==> src/rtl/cfgsh_pkg.sv <==
// Shared types for the configuration shadow refresher.
package cfgsh_pkg;
    // Sequencer state: idle, reading a shadow register, or writing the store.
    typedef enum logic [1:0] {
        ST_IDLE  = 2'd0,
        ST_READ  = 2'd1,
        ST_WRITE = 2'd2
    } cfgsh_state_e;
endpackage

==> src/rtl/cfgsh_bank.sv <==
// Shadow register bank.
// Holds NREG bytes. Each byte is loaded only when the load strobe names
// its index. Offers a combinational read mux and exposes the refresh
// enable bit taken from register 0.
// Assumes ld_idx < NREG whenever ld_en is high.
module cfgsh_bank #(
    parameter int NREG   = 5,
    parameter int DW     = 8,
    parameter int IW     = 3,
    parameter int EN_BIT = 7
) (
    input  logic          clk,
    input  logic          rst_n,
    input  logic          ld_en,
    input  logic [IW-1:0] ld_idx,
    input  logic [DW-1:0] ld_data,
    input  logic [IW-1:0] rd_idx,
    output logic [DW-1:0] rd_data,
    output logic          ref_en
);
    logic [DW-1:0] sh [NREG];

    for (genvar g = 0; g < NREG; g++) begin : g_reg
        logic [DW-1:0] q;
        // Load this register only on its own read acknowledge.
        always_ff @(posedge clk) begin
            if (!rst_n)
                q <= '0;
            else if (ld_en && ld_idx == IW'(g))
                q <= ld_data;
        end
        assign sh[g] = q;
    end

    // Select the shadow byte named by the host index (0 when out of range).
    always_comb begin
        rd_data = '0;
        for (int k = 0; k < NREG; k++)
            if (rd_idx == IW'(k))
                rd_data = sh[k];
    end

    assign ref_en = sh[0][EN_BIT];
endmodule

==> src/rtl/cfgsh_ctrl.sv <==
// Store access sequencer.
// Runs the initial load and hourly reloads as ordered single reads. It
// also issues host store writes. A write that arrives during a reload is
// held until the reload ends. An enabled tick that arrives during a write
// is held until the write ends. A tick during a reload is dropped.
// Assumes at most one host write is outstanding: the host issues no new
// write while one is held or in progress.
module cfgsh_ctrl
    import cfgsh_pkg::*;
#(
    parameter int          NREG     = 5,
    parameter int          AW       = 6,
    parameter int          DW       = 8,
    parameter int          IW       = 3,
    parameter logic [AW-1:0] CFG_BASE = 6'h30
) (
    input  logic          clk,
    input  logic          rst_n,
    input  logic          hour_tick,
    input  logic          ref_en,
    input  logic          wr_valid,
    input  logic [AW-1:0] wr_addr,
    input  logic [DW-1:0] wr_data,
    input  logic          st_ack,
    output logic          st_req,
    output logic          st_we,
    output logic [AW-1:0] st_addr,
    output logic [DW-1:0] st_wdata,
    output logic          ld_en,
    output logic [IW-1:0] ld_idx,
    output logic          busy,
    output logic          cfg_ready
);
    localparam logic [IW-1:0] LAST = IW'(NREG - 1);

    cfgsh_state_e  state;
    logic [IW-1:0] idx;
    logic          tick_pend;
    logic          wr_held;
    logic [AW-1:0] wa_q;
    logic [DW-1:0] wd_q;
    logic          held_n;
    logic          pend_n;

    assign held_n = wr_held | wr_valid;
    assign pend_n = tick_pend | (hour_tick & ref_en);

    // Advance the sequencer and capture host write requests.
    always_ff @(posedge clk) begin
        if (!rst_n) begin
            state     <= ST_READ;
            idx       <= '0;
            cfg_ready <= 1'b0;
            tick_pend <= 1'b0;
            wr_held   <= 1'b0;
            wa_q      <= '0;
            wd_q      <= '0;
        end else begin
            if (wr_valid) begin
                wa_q <= wr_addr;
                wd_q <= wr_data;
            end
            case (state)
                ST_IDLE: begin
                    if (wr_valid) begin
                        state     <= ST_WRITE;
                        tick_pend <= hour_tick & ref_en;
                    end else if (hour_tick && ref_en) begin
                        state <= ST_READ;
                        idx   <= '0;
                    end
                end
                ST_READ: begin
                    if (st_ack && idx == LAST) begin
                        cfg_ready <= 1'b1;
                        wr_held   <= 1'b0;
                        state     <= held_n ? ST_WRITE : ST_IDLE;
                    end else begin
                        wr_held <= held_n;
                        if (st_ack)
                            idx <= idx + 1'b1;
                    end
                end
                ST_WRITE: begin
                    if (st_ack) begin
                        tick_pend <= 1'b0;
                        idx       <= '0;
                        state     <= pend_n ? ST_READ : ST_IDLE;
                    end else begin
                        tick_pend <= pend_n;
                    end
                end
                default: state <= ST_IDLE;
            endcase
        end
    end

    // Drive the store port and the shadow load strobe from the state.
    always_comb begin
        st_req   = (state != ST_IDLE);
        st_we    = (state == ST_WRITE);
        st_addr  = st_we ? wa_q : CFG_BASE + AW'(idx);
        st_wdata = wd_q;
        ld_en    = (state == ST_READ) && st_ack;
        ld_idx   = idx;
        busy     = (state != ST_IDLE);
    end
endmodule

==> src/rtl/cfg_shadow_refresh.sv <==
// Configuration shadow register refresher (top).
// Mirrors NREG configuration bytes from a non-volatile store into shadow
// registers. The load runs after reset and on each enabled hourly tick.
// Host store writes pass through the same store port.
// Assumes the store answers each request with a one-cycle acknowledge.
module cfg_shadow_refresh #(
    parameter int            NREG     = 5,
    parameter int            AW       = 6,
    parameter int            DW       = 8,
    parameter int            EN_BIT   = 7,
    parameter logic [AW-1:0] CFG_BASE = 6'h30,
    localparam int           IW       = $clog2(NREG)
) (
    input  logic          clk,
    input  logic          rst_n,
    input  logic          hour_tick,
    input  logic [IW-1:0] hst_rd_idx,
    output logic [DW-1:0] hst_rd_data,
    input  logic          host_wr_valid,
    input  logic [AW-1:0] host_wr_addr,
    input  logic [DW-1:0] host_wr_data,
    output logic          busy,
    output logic          cfg_ready,
    output logic          st_req,
    output logic          st_we,
    output logic [AW-1:0] st_addr,
    output logic [DW-1:0] st_wdata,
    input  logic          st_ack,
    input  logic [DW-1:0] st_rdata
);
    logic          ref_en;
    logic          ld_en;
    logic [IW-1:0] ld_idx;

    cfgsh_ctrl #(
        .NREG(NREG), .AW(AW), .DW(DW), .IW(IW), .CFG_BASE(CFG_BASE)
    ) u_ctrl (
        .clk(clk), .rst_n(rst_n), .hour_tick(hour_tick), .ref_en(ref_en),
        .wr_valid(host_wr_valid), .wr_addr(host_wr_addr), .wr_data(host_wr_data),
        .st_ack(st_ack), .st_req(st_req), .st_we(st_we), .st_addr(st_addr),
        .st_wdata(st_wdata), .ld_en(ld_en), .ld_idx(ld_idx), .busy(busy),
        .cfg_ready(cfg_ready)
    );

    cfgsh_bank #(
        .NREG(NREG), .DW(DW), .IW(IW), .EN_BIT(EN_BIT)
    ) u_bank (
        .clk(clk), .rst_n(rst_n), .ld_en(ld_en), .ld_idx(ld_idx),
        .ld_data(st_rdata), .rd_idx(hst_rd_idx), .rd_data(hst_rd_data),
        .ref_en(ref_en)
    );
endmodule

==> config.mk <==
export PLATFORM = sky130hd
export DESIGN_NAME = cfg_shadow_refresh
export DESIGN_NICKNAME = d
export VERILOG_FILES = /design/src/rtl/cfgsh_pkg.sv /design/src/rtl/cfgsh_bank.sv /design/src/rtl/cfgsh_ctrl.sv /design/src/rtl/cfg_shadow_refresh.sv
export SDC_FILE = /design/constraint.sdc
export NUM_CORES = 1
export LEC_CHECK = 0
export CAP_MARGIN = 30
export CORE_ASPECT_RATIO = 1.25
export CORE_UTILIZATION = 41
export DETAILED_ROUTE_END_ITERATION = 12
export PLACE_DENSITY = 0.78
export SYNTH_ARGS = -nofsm -noshare
export SYNTH_HDL_FRONTEND = slang
export SYNTH_SLANG_ARGS = --single-unit
==> constraint.sdc <==
create_clock -name clk -period 1.4 [get_ports clk]
set_input_delay 0.28 -clock clk [delete_from_list [all_inputs] [get_ports clk]]
set_output_delay 0.28 -clock clk [all_outputs]
set_load 0.01 [all_outputs]
After elaboration in Yosys (flattened, before gate mapping). Cells that the tools add are included.

Flip-flop bits (word level): 62. Bits in latches: 0. Memory bits (writable): 0. ROM bits: 0. Input bits: 30. Output and inout port bits: 26. Word-level logic and storage cells: 76. Memories kept: 0.

$add $sub $neg: 2. Multipliers: 0. Divide/modulo/power cells: 0. Magnitude comparators: 0. Eq/ne operators: 18. Shift operators: 0. Mux-type cells: 23. Bitwise logic cells: 3. Reduce and logical (&&, ||, !) cells: 18.

Operators with widths (count): $mux 8 (5); $mux 3 (5); $eq 3x2->1 const B (4); $mux 2 (5); $pmux 3 s3 (1); $logic_and 1x1->1 (8); $ne 2x2->1 const B (4); $add 5x4->6 const A (1); $eq 3x1->1 const B (2); $eq 3x3->1 const B (2); $logic_not 3->1 (2); $mux 6 (1); $ne 2x1->1 const B (3); $pmux 2 s3 (1); $reduce_and 6->1 (1); $mux 1 (4); $reduce_and 2->1 (2); $reduce_bool 2->1 (2); $add 3x1->3 const B (1); $ne 3x2->1 const B (1); $reduce_and 3->1 (1); $reduce_bool 3->1 (1); $eq 2x1->1 const B (1); $eq 2x2->1 const B (1); other kinds (4) (5).

Logic depth before layout (Yosys ltp). Gate-level depths: netlist of run 1.

Word-level depth: 6. Mapped depth: 7. Depth with buffers taken out: 6.

Hierarchy. A second synthesis of run 1 with hierarchy kept.

Cell total of the unflattened synthesis: 312. Area, all modules: 2990.4 um^2.

By module, submodules not included: cfgsh_bank (instances 1, cells each 202, area each 1905.6 um^2, sequential area each 800.8 um^2); cfgsh_ctrl (instances 1, cells each 110, area each 1084.8 um^2, sequential area each 440.4 um^2).

Least setup slack after synthesis of run 1. OpenSTA, ideal clock, no wires.

Path type: input to output. From: in hst_rd_idx[2]. To: out hst_rd_data[0]. Arrival time: 1.102 ns. Data required time: 1.120 ns. Setup slack: 0.018 ns. Cell stages on the path: 5. Buffers on the path: 2. Cells stage by stage: buf_2 > nor2b_1 > clkbuf_1 > a22oi_1 > o22ai_1.

Word-level cells in the longest chain between the ends: 6. Elaborated cells on any way between the ends: 10. Classes of those cells: 4 x eq/ne; 5 x mux; 1 x reduce/logical.

Ends and longest elaborated chain: from (decl) (RTL line cfg_shadow_refresh.sv:17) `input logic [IW-1:0] hst_rd_idx,`; $logic_not 3->1 (RTL line cfgsh_bank.sv:39) `if (rd_idx == IW'(k))`; $mux 8 (4 in series) (RTL line cfgsh_bank.sv:39); $mux 8 * (RTL line cfgsh_bank.sv:39); to (decl) (RTL line cfg_shadow_refresh.sv:18) `output logic [DW-1:0] hst_rd_data,`.

Mark *: on every way between the ends. The rest lies on a longest branch, timed or not.

Worst setup path after layout of run 1.
From: reg u_bank.g_reg[3].q[2]. To: out hst_rd_data[2].

Word-level cells in the longest chain between the ends: 2.

Ends and longest elaborated chain: from (decl) (RTL line cfgsh_bank.sv:24) `logic [DW-1:0] q;`; from (signal assigned) (RTL line cfgsh_bank.sv:30) `q <= ld_data;`; $mux 8 (2 in series) (RTL line cfgsh_bank.sv:39).

No other way between the ends.

==> results of run 1 <==
-- final cells by class --
cell class                      count  area, µm²  share of cell area
Clock inverter                      6       85.1              0.0193
Multi-Input combinational cell    211       1770               0.402
Clock buffer                       10        138              0.0312
Timing Repair Buffer              111       1020               0.232
Sequential cell                    62       1260               0.285
Tap cell                           90        113              0.0255
Inverter                            5       18.8             0.00426
-- cells by family (layout without fill, tap and decap cells) --
group / after synthesis / in the layout / synth area share
buffers and inverters: 30 / 132 / 0.0553
AND/OR/NAND/NOR: 103 / 103 / 0.207
flip-flops: 62 / 62 / 0.419
AO/OA/AOI/OAI: 46 / 46 / 0.101
adder cells (fa/ha/maj): 5 / 5 / 0.0211
multiplexers: 57 / 57 / 0.197
-- metal layers --
layer	global-route usage	wire [µm]	vias up	share of wire
met5	0	0	-	0
met3	0.0519	322	17	0.039
li1	-	-	1230	-
met1	0.260	3460	1269	0.42
met2	0.383	4280	70	0.52
met4	0.0954	236	0	0.028
-- synthesized netlist by cell type --
cell	count	area [µm²]
sky130_fd_sc_hd__buf_6	2	22.5
sky130_fd_sc_hd__nand3_2	1	10.0
sky130_fd_sc_hd__o221a_2	1	11.3
sky130_fd_sc_hd__a21boi_1	8	60.1
sky130_fd_sc_hd__nand3_1	5	25.0
sky130_fd_sc_hd__nand4b_1	1	8.76
sky130_fd_sc_hd__nand2b_1	3	18.8
sky130_fd_sc_hd__o22ai_1	8	50.1
sky130_fd_sc_hd__nor2_1	10	37.5
sky130_fd_sc_hd__a22oi_1	8	60.1
sky130_fd_sc_hd__nor2b_1	50	313
sky130_fd_sc_hd__and3_1	1	6.26
sky130_fd_sc_hd__nor2_4	1	11.3
sky130_fd_sc_hd__or2_2	1	6.26
sky130_fd_sc_hd__mux4_2	1	22.5
sky130_fd_sc_hd__a21boi_0	1	7.51
sky130_fd_sc_hd__ha_1	5	62.6
sky130_fd_sc_hd__dfxtp_1	62	1240
sky130_fd_sc_hd__o21a_1	2	15.0
sky130_fd_sc_hd__mux2i_1	56	561
sky130_fd_sc_hd__buf_4	8	60.1
sky130_fd_sc_hd__inv_1	4	15.0
sky130_fd_sc_hd__o21ai_0	4	20.0
sky130_fd_sc_hd__buf_2	5	25.0
sky130_fd_sc_hd__a21oi_1	11	55.1
sky130_fd_sc_hd__and2_1	3	18.8
sky130_fd_sc_hd__o31ai_1	1	7.51
sky130_fd_sc_hd__o21ai_1	1	5.00
sky130_fd_sc_hd__inv_2	1	3.75
sky130_fd_sc_hd__clkbuf_1	10	37.5
sky130_fd_sc_hd__a21oi_2	1	8.76
sky130_fd_sc_hd__nand2_1	22	82.6
sky130_fd_sc_hd__nand3b_1	1	7.51
sky130_fd_sc_hd__nor3b_1	1	7.51
sky130_fd_sc_hd__nand4_4	2	42.5
sky130_fd_sc_hd__nor3_4	1	16.3
-- timing repair --
item,CTS,global route
cloned,2,0
gates resized for setup,129,54
setup endpoints to repair,53,56
hold buffers,0,0
pin swaps,9,18
setup buffers,12,11
-- power groups by stage --
stage | sequential (µW) | combinational, µW | clock, µW
2_1_floorplan | 1930 | 385 | 0
3_3_place_gp | 1930 | 691 | 0
3_5_place_dp | 1930 | 710 | 0
4_1_cts | 1900 | 754 | 1810
5_1_grt | 1920 | 889 | 1890
6_report | 1910 | 831 | 1770
-- sequential cells by signal, summed over array words and instances (netlist names) --
signal / count
u_bank.g.q: 40
u_ctrl.cfg_ready: 1
u_ctrl.ld_idx: 3
u_ctrl.st_wdata: 8
u_ctrl.state: 2
u_ctrl.tick_pend: 1
u_ctrl.wa_q: 6
u_ctrl.wr_held: 1
-- metrics by stage --
stage          power, µW  setup TNS [ns]  instance area, µm²
6_report            4510           -3.57                4410
5_1_grt             4700           -6.20                4410
4_1_cts             4460           -3.34                4230
3_5_place_dp        2640          -22.80                3820
3_3_place_gp        2620          -20.91                3820
2_1_floorplan       2320               0                2960
-- worst max-delay path: stages (launching register included) --
cell and delay, ns:
sky130_fd_sc_hd__dfxtp_2 0.32, sky130_fd_sc_hd__mux4_2 0.48, sky130_fd_sc_hd__inv_2 0.07, sky130_fd_sc_hd__o21ai_2 0.04
sky130_fd_sc_hd__buf_2 0.13
-- worst min path at each step --
stage | endpoint | slack, ns | cells past startpoint
floorplan | u_bank.g_reg[3].q[2] | 0.41 | 2
global placement | u_bank.g_reg[3].q[2] | 0.44 | 2
detailed placement | u_bank.g_reg[3].q[4] | 0.45 | 2
CTS | u_bank.g_reg[3].q[3] | 0.47 | 2
global route | u_bank.g_reg[3].q[2] | 0.47 | 2
finish | u_bank.g_reg[3].q[2] | 0.46 | 2
==> impl_results.rst, run 1 <==
.. list-table::
   :header-rows: 1

   * - Metric
     - Value
   * - Flip-flop and latch count after synthesis
     - 62
   * - GR Util All Layers
     - 0.222
   * - Highest-count cells in the layout ignoring fill and taps
     - 53 x sky130_fd_sc_hd__mux2i_1, 49 x sky130_fd_sc_hd__dfxtp_1, 46 x sky130_fd_sc_hd__nor2b_1
   * - Average cell area after synthesis
     - about 9.8 µm²
   * - Minimum setup slack in the final design
     - -0.265 ns
   * - Remaining antenna violation count
     - 0
   * - Area enclosed by the die boundary
     - roughly 7600 µm²
   * - Pin count of the biggest net entering global routing
     - 37
   * - Cell Count Post-Placement
     - 460
   * - Clk network pwr share
     - 0.393
   * - Cell at the root of the clock tree
     - sky130_fd_sc_hd__clkbuf_8
   * - Gp weighted congestion
     - 0.818
   * - Layout cell share with drive strength beyond 1
     - 0.373
   * - Count of H-tree levels built during CTS
     - 3
   * - Critical Path End Type
     - output pin
   * - Height of the chip
     - ~97 µm
   * - Proportion of power drawn by combinational gates
     - 0.184
   * - Antenna violations before repair
     - 0
   * - Horizontal die dimension
     - 78.0 µm
   * - Clock latency on the worst-skew pair
     - about 0.35 ns
   * - Detailed router's first-iteration violation count
     - approximately 140
   * - Synthesized Nets
     - 338
   * - Area growth from synthesis to final layout
     - 48.8%
   * - End point of the critical path
     - hst_rd_data[2]
   * - Setup slack after placement
     - -0.996 ns
   * - Maximum VDD drop
     - between 0.9 and 1 mV
   * - Violated checks
     - setup timing
   * - Number of standard cells after synthesis
     - approximately 300
   * - Clock Path Buffers
     - 2
   * - Number of synthesis warnings
     - 0
   * - Post-Synthesis Cell Area
     - 2960 µm²
   * - Pre-Repair DR Iteration Count
     - 6
   * - Hold slack final
     - approximately 0.46 ns
   * - Max-capacitance violation count
     - 0
   * - Via/cell ratio
     - between 5 and 6
   * - Crit-path max FO
     - 2
   * - Reg2reg start
     - u_ctrl.ld_idx[0]
   * - Internal Power
     - 3350 µW
   * - Worst slew margin relative to its limit
     - 0.811
   * - Global-route wire length before repair
     - 12900 µm
   * - Worst setup skew after layout
     - about 0.0095 ns
   * - Clock edge transition at the registers on the reported setup and hold paths
     - 0.07 ns
   * - Critical Path Source
     - u_bank.g_reg[3].q[2]
   * - Switching fraction of total power
     - 0.257
   * - Pwr/cell area
     - 1020 nW/µm²
   * - Sequential area share after synthesis
     - 0.419
   * - Count of filler cells inserted in the layout
     - between 500 and 600
   * - Overall routed net length
     - ~8300 µm
   * - DRC violation count after routing
     - 0
   * - Endpoint of the most critical register-to-register path
     - u_bank.g_reg[4].q[0]
   * - Worst-case reg-to-reg path depth
     - 7
   * - Type of the most critical hold path
     - flip-flop to flip-flop
   * - Via count of the first global-routing pass
     - ~2.6k
   * - RSZ-0062 raised after global routing
     - true
   * - Element type at the critical path start
     - flip-flop
   * - Count of nets after finishing
     - between 400 and 500
   * - Static leakage
     - roughly 0.0019 µW
   * - Number of sinks handled by clock tree synthesis
     - 62
   * - Routed len/inst
     - about 17 µm
   * - WP data required
     - about 1.1 ns
   * - Most frequent standard cell in the layout excluding fill and tap cells
     - sky130_fd_sc_hd__mux2i_1
   * - Antenna Cells
     - 0
   * - Result of the run
     - finished, violations left
   * - Gr ovfl total
     - 0
   * - Clock buffer count from CTS
     - 9
   * - Share of the core filled with cells in the final layout
     - 0.632
   * - DP Wirelength
     - ~5000 µm
   * - Count of pins on the block boundary
     - between 50 and 60
   * - Arrival time worst endpoint
     - 1.38 ns
   * - Layout Cells excl Fill
     - approximately 500
   * - Pins over their slew limit
     - 0
   * - Min-delay src
     - u_bank.g_reg[3].q[2]
   * - Initial Util
     - 0.425
   * - Netlist cell types
     - 36
   * - Standard-cell row count
     - 34
   * - Clock tree from TritonCTS
     - built
   * - Count of vias placed by the detailed router
     - approximately 2.6k
   * - Worst Max-Slew Pin Slew
     - 0.283 ns
   * - Final period util
     - 1.19
   * - Fin. Hold Viols
     - 0
   * - Highest Clock Rate
     - around 600 MHz
   * - Area of the core
     - about 7000 µm²
   * - PortBufs
     - 55
   * - Type of the worst setup path
     - flip-flop to output pin
   * - Minimum setup slack among reg-to-reg paths
     - -0.15 ns
   * - Final setup violating endpoints
     - 31
   * - NetSw
     - ~1200 µW
   * - Post-route minimum period
     - around 1.7 ns
   * - Sequential share of power
     - 0.423
(Power assumes the default switching activity.)
==> run 2: changes to the inputs <==
--- a/config.mk
+++ b/config.mk
@@ -9,6 +9,7 @@
 export CORE_ASPECT_RATIO = 1.25
 export CORE_UTILIZATION = 41
 export DETAILED_ROUTE_END_ITERATION = 12
+export GPL_TIMING_DRIVEN = 0
 export PLACE_DENSITY = 0.78
 export SYNTH_ARGS = -nofsm -noshare
 export SYNTH_HDL_FRONTEND = slang
==> run 2 against run 1 <==
- the flow still finishes with violations (setup timing)
- critical path type unchanged
- first-iteration DRC count shrank 8.0%
- critical path depth is the same
- wire length shrank 11%
- total power shrank 12%
- register-to-register slack gained 0.11 ns
- die area is the same
- highest routed layer unchanged
- sequential power is essentially flat
- critical endpoint unchanged
- clock power shrank 23%
- flip-flop and latch count is the same
- fmax grew 1.4%
- count of clock-buffer cells in the layout shrank 1
==> impl_results.rst, run 2 (synthesis gave the netlist of run 1 again) <==
.. list-table::
   :header-rows: 1

   * - Metric
     - Value
   * - Count of H-tree levels built during CTS
     - 3
   * - Proportion of power drawn by combinational gates
     - 0.177
   * - PortBufs
     - between 50 and 60
   * - Height of the chip
     - between 90 and 100 µm
   * - Global-route wire length before repair
     - ~12000 µm
   * - Endpoint, Worst Hold
     - u_ctrl.st_wdata[7]
   * - Clock latency on the worst-skew pair
     - around 0.34 ns
   * - Max-capacitance violation count
     - 0
   * - Highest-count cells in the layout ignoring fill and taps
     - 56 x sky130_fd_sc_hd__mux2i_1, 52 x sky130_fd_sc_hd__dfxtp_1, 46 x sky130_fd_sc_hd__nor2b_1
   * - Antenna violations before repair
     - 0
   * - Sequential share of power
     - 0.480
   * - Clock buffer count from CTS
     - 9
   * - Cell at the root of the clock tree
     - sky130_fd_sc_hd__clkbuf_8
   * - RSZ-0062 raised after global routing
     - true
   * - Static leakage
     - around 0.0017 µW
   * - Type of the most critical hold path
     - input pin to flip-flop
   * - Via count of the first global-routing pass
     - around 2.5k
   * - Pwr/cell area
     - roughly 990 nW/µm²
   * - Result of the run
     - finished, violations left
   * - Antenna Cells
     - 0
   * - Flip-flop count of the largest register, all copies and words added
     - 40
   * - Element type at the critical path start
     - flip-flop
   * - Worst setup skew after layout
     - around 0.017 ns
   * - Count of vias placed by the detailed router
     - roughly 2.5k
   * - Worst Max-Slew Pin Slew
     - roughly 0.47 ns
   * - Layout Cells excl Fill
     - 478
   * - DP Wirelength
     - 4540 µm
   * - Horizontal die dimension
     - ~78 µm
   * - Clock tree from TritonCTS
     - built
   * - Maximum VDD drop
     - just under 0.7 mV
   * - Routed len/inst
     - between 15 and 20 µm
   * - Overall routed net length
     - roughly 7400 µm
   * - Clock edge transition at the registers on the reported setup and hold paths
     - approximately 0.07 ns
   * - Area growth from synthesis to final layout
     - 35.4%
   * - Minimum setup slack among reg-to-reg paths
     - -0.04 ns
   * - Pre-Repair DR Iteration Count
     - 4
   * - Crit-path max FO
     - 2
   * - Violated checks
     - setup timing
   * - WP data required
     - 1.12 ns
   * - Total cell area at the placement stage
     - between 3000 and 4000 µm²
   * - NetSw
     - about 1100 µW
   * - Final standard cell area without fillers
     - ~4000 µm²
   * - Most frequent standard cell in the layout excluding fill and tap cells
     - sky130_fd_sc_hd__mux2i_1
   * - Worst-case reg-to-reg path depth
     - 6
   * - Highest Clock Rate
     - around 600 MHz
   * - Arrival time worst endpoint
     - around 1.4 ns
   * - Via/cell ratio
     - about 5.2
   * - Layout cell share with drive strength beyond 1
     - 0.284
   * - DRC violation count after routing
     - 0
   * - Internal Power
     - 2860 µW
   * - Clk network pwr share
     - 0.344
   * - Share of the core filled with cells in the final layout
     - 0.575
   * - Critical Path End Type
     - output pin
   * - Ordered list of cells on the worst path
     - mux4_2 > inv_2 > o21ai_1 > buf_2
   * - GR Util All Layers
     - 0.203
   * - Slowest cell on the critical path
     - sky130_fd_sc_hd__mux4_2
   * - Type of the worst setup path
     - flip-flop to output pin
   * - Cell Count Post-Placement
     - about 440
   * - Initial Util
     - 0.425
   * - Min-delay src
     - host_wr_valid
   * - Final period util
     - 1.17
   * - Detailed router's first-iteration violation count
     - 126
   * - Remaining antenna violation count
     - 0
   * - Maximum cell stage delay along the critical path
     - 0.47 ns
   * - Post-route minimum period
     - approximately 1.6 ns
   * - Standard-cell row count
     - 34
   * - Pins over their slew limit
     - 0
   * - Final setup violating endpoints
     - 22
   * - Reg2reg start
     - u_ctrl.state[0]
   * - Largest reg by FF count
     - u_bank.g.q
   * - Number of sinks handled by clock tree synthesis
     - 62
   * - Count of nets after finishing
     - roughly 420
   * - Minimum setup slack in the final design
     - -0.242 ns
   * - Count of pins on the block boundary
     - 56
   * - Area enclosed by the die boundary
     - ~7600 µm²
   * - Worst slew margin relative to its limit
     - 0.689
   * - Endpoint of the most critical register-to-register path
     - u_ctrl.ld_idx[0]
   * - Pin count of the biggest net entering global routing
     - 13
   * - Worst hold path depth
     - 3
   * - Gr ovfl total
     - 0
   * - Fin. Hold Viols
     - 0
   * - Gp weighted congestion
     - 0.761
   * - Clock Path Buffers
     - 2
   * - Area of the core
     - ~7000 µm²
   * - Switching fraction of total power
     - 0.278
## run 2: changes by cell type in the layout (fill, tap and decap cells not counted), sizes merged
cell / before / now
buf: 76 / 53
bufinv: 2 / 0
clkbuf: 10 / 18
clkdlybuf4s50: 26 / 23
clkinv: 2 / 3
inv: 5 / 7
## run 2: what timing repair did
item / 4_1_cts / 5_1_grt
resized for setup: 144 / 16
pin swaps: 14 / 8
cloned: 2 / 0
buffers inserted: 16 / 3
hold buffers: 0 / 0
endpoints found under the setup margin: 44 / 50
## run 2: metrics by stage
| stage | worst slack, ns | total power, µW | hold slack, ns | setup TNS [ns] |
|---|---|---|---|---|
| global route | -0.295 | 4150 | 0.350 | -4.89 |
| floorplan | 0.0178 | 2320 | 0.415 | 0 |
| CTS | -0.261 | 3970 | 0.338 | -2.72 |
| global placement | -1.24 | 2540 | 0.441 | -14.43 |
| finish | -0.242 | 3970 | 0.343 | -2.57 |
| detailed placement | -1.24 | 2550 | 0.446 | -14.56 |
## run 2: critical path: cells and delay by family, from the launching register on
| kind | cells | cell delay (ns) |
|---|---|---|
| buf+inv | 2 | 0.20 |
| compound gates | 1 | 0.04 |
| flops | 1 | 0.32 |
| mux | 1 | 0.47 |
## run 2: power groups by stage
stage / Sequential [µW] / Combinational, µW / Clock [µW]
after floorplan: 1930 / 385 / 0
after global placement: 1930 / 609 / 0
after detailed placement: 1940 / 618 / 0
after CTS: 1900 / 686 / 1390
after global routing: 1910 / 760 / 1480
final: 1900 / 700 / 1360
## run 2: worst max-delay path by stage
stage,endpoint,cells past startpoint,slack (ns),startpoint
after global routing,hst_rd_data[2],4,-0.30,u_bank.g_reg[3].q[2]
after CTS,hst_rd_data[2],4,-0.26,u_bank.g_reg[3].q[2]
after global placement,hst_rd_data[5],7,-1.24,hst_rd_idx[2]
final,hst_rd_data[2],4,-0.24,u_bank.g_reg[3].q[2]
after detailed placement,hst_rd_data[7],7,-1.24,hst_rd_idx[1]
after floorplan,hst_rd_data[0],5,0.02,hst_rd_idx[2]
## run 2: area by class of cell
class                           count  area, µm²
Fill cell                         645       2970
Inverter                            5       18.8
Timing Repair Buffer               72        624
Sequential cell                    62       1250
Tap cell                           90        113
Clock inverter                      7       47.5
Clock buffer                        9        124
Multi-Input combinational cell    211       1640
Buffer                             22        190
## run 2: per-layer routing
metal	wire, µm	vias up	GRT usage
met5	0	-	0
met4	167	0	0.0869
met3	381	17	0.0481
met2	3740	80	0.352
met1	3060	1175	0.236
li1	-	1198	-
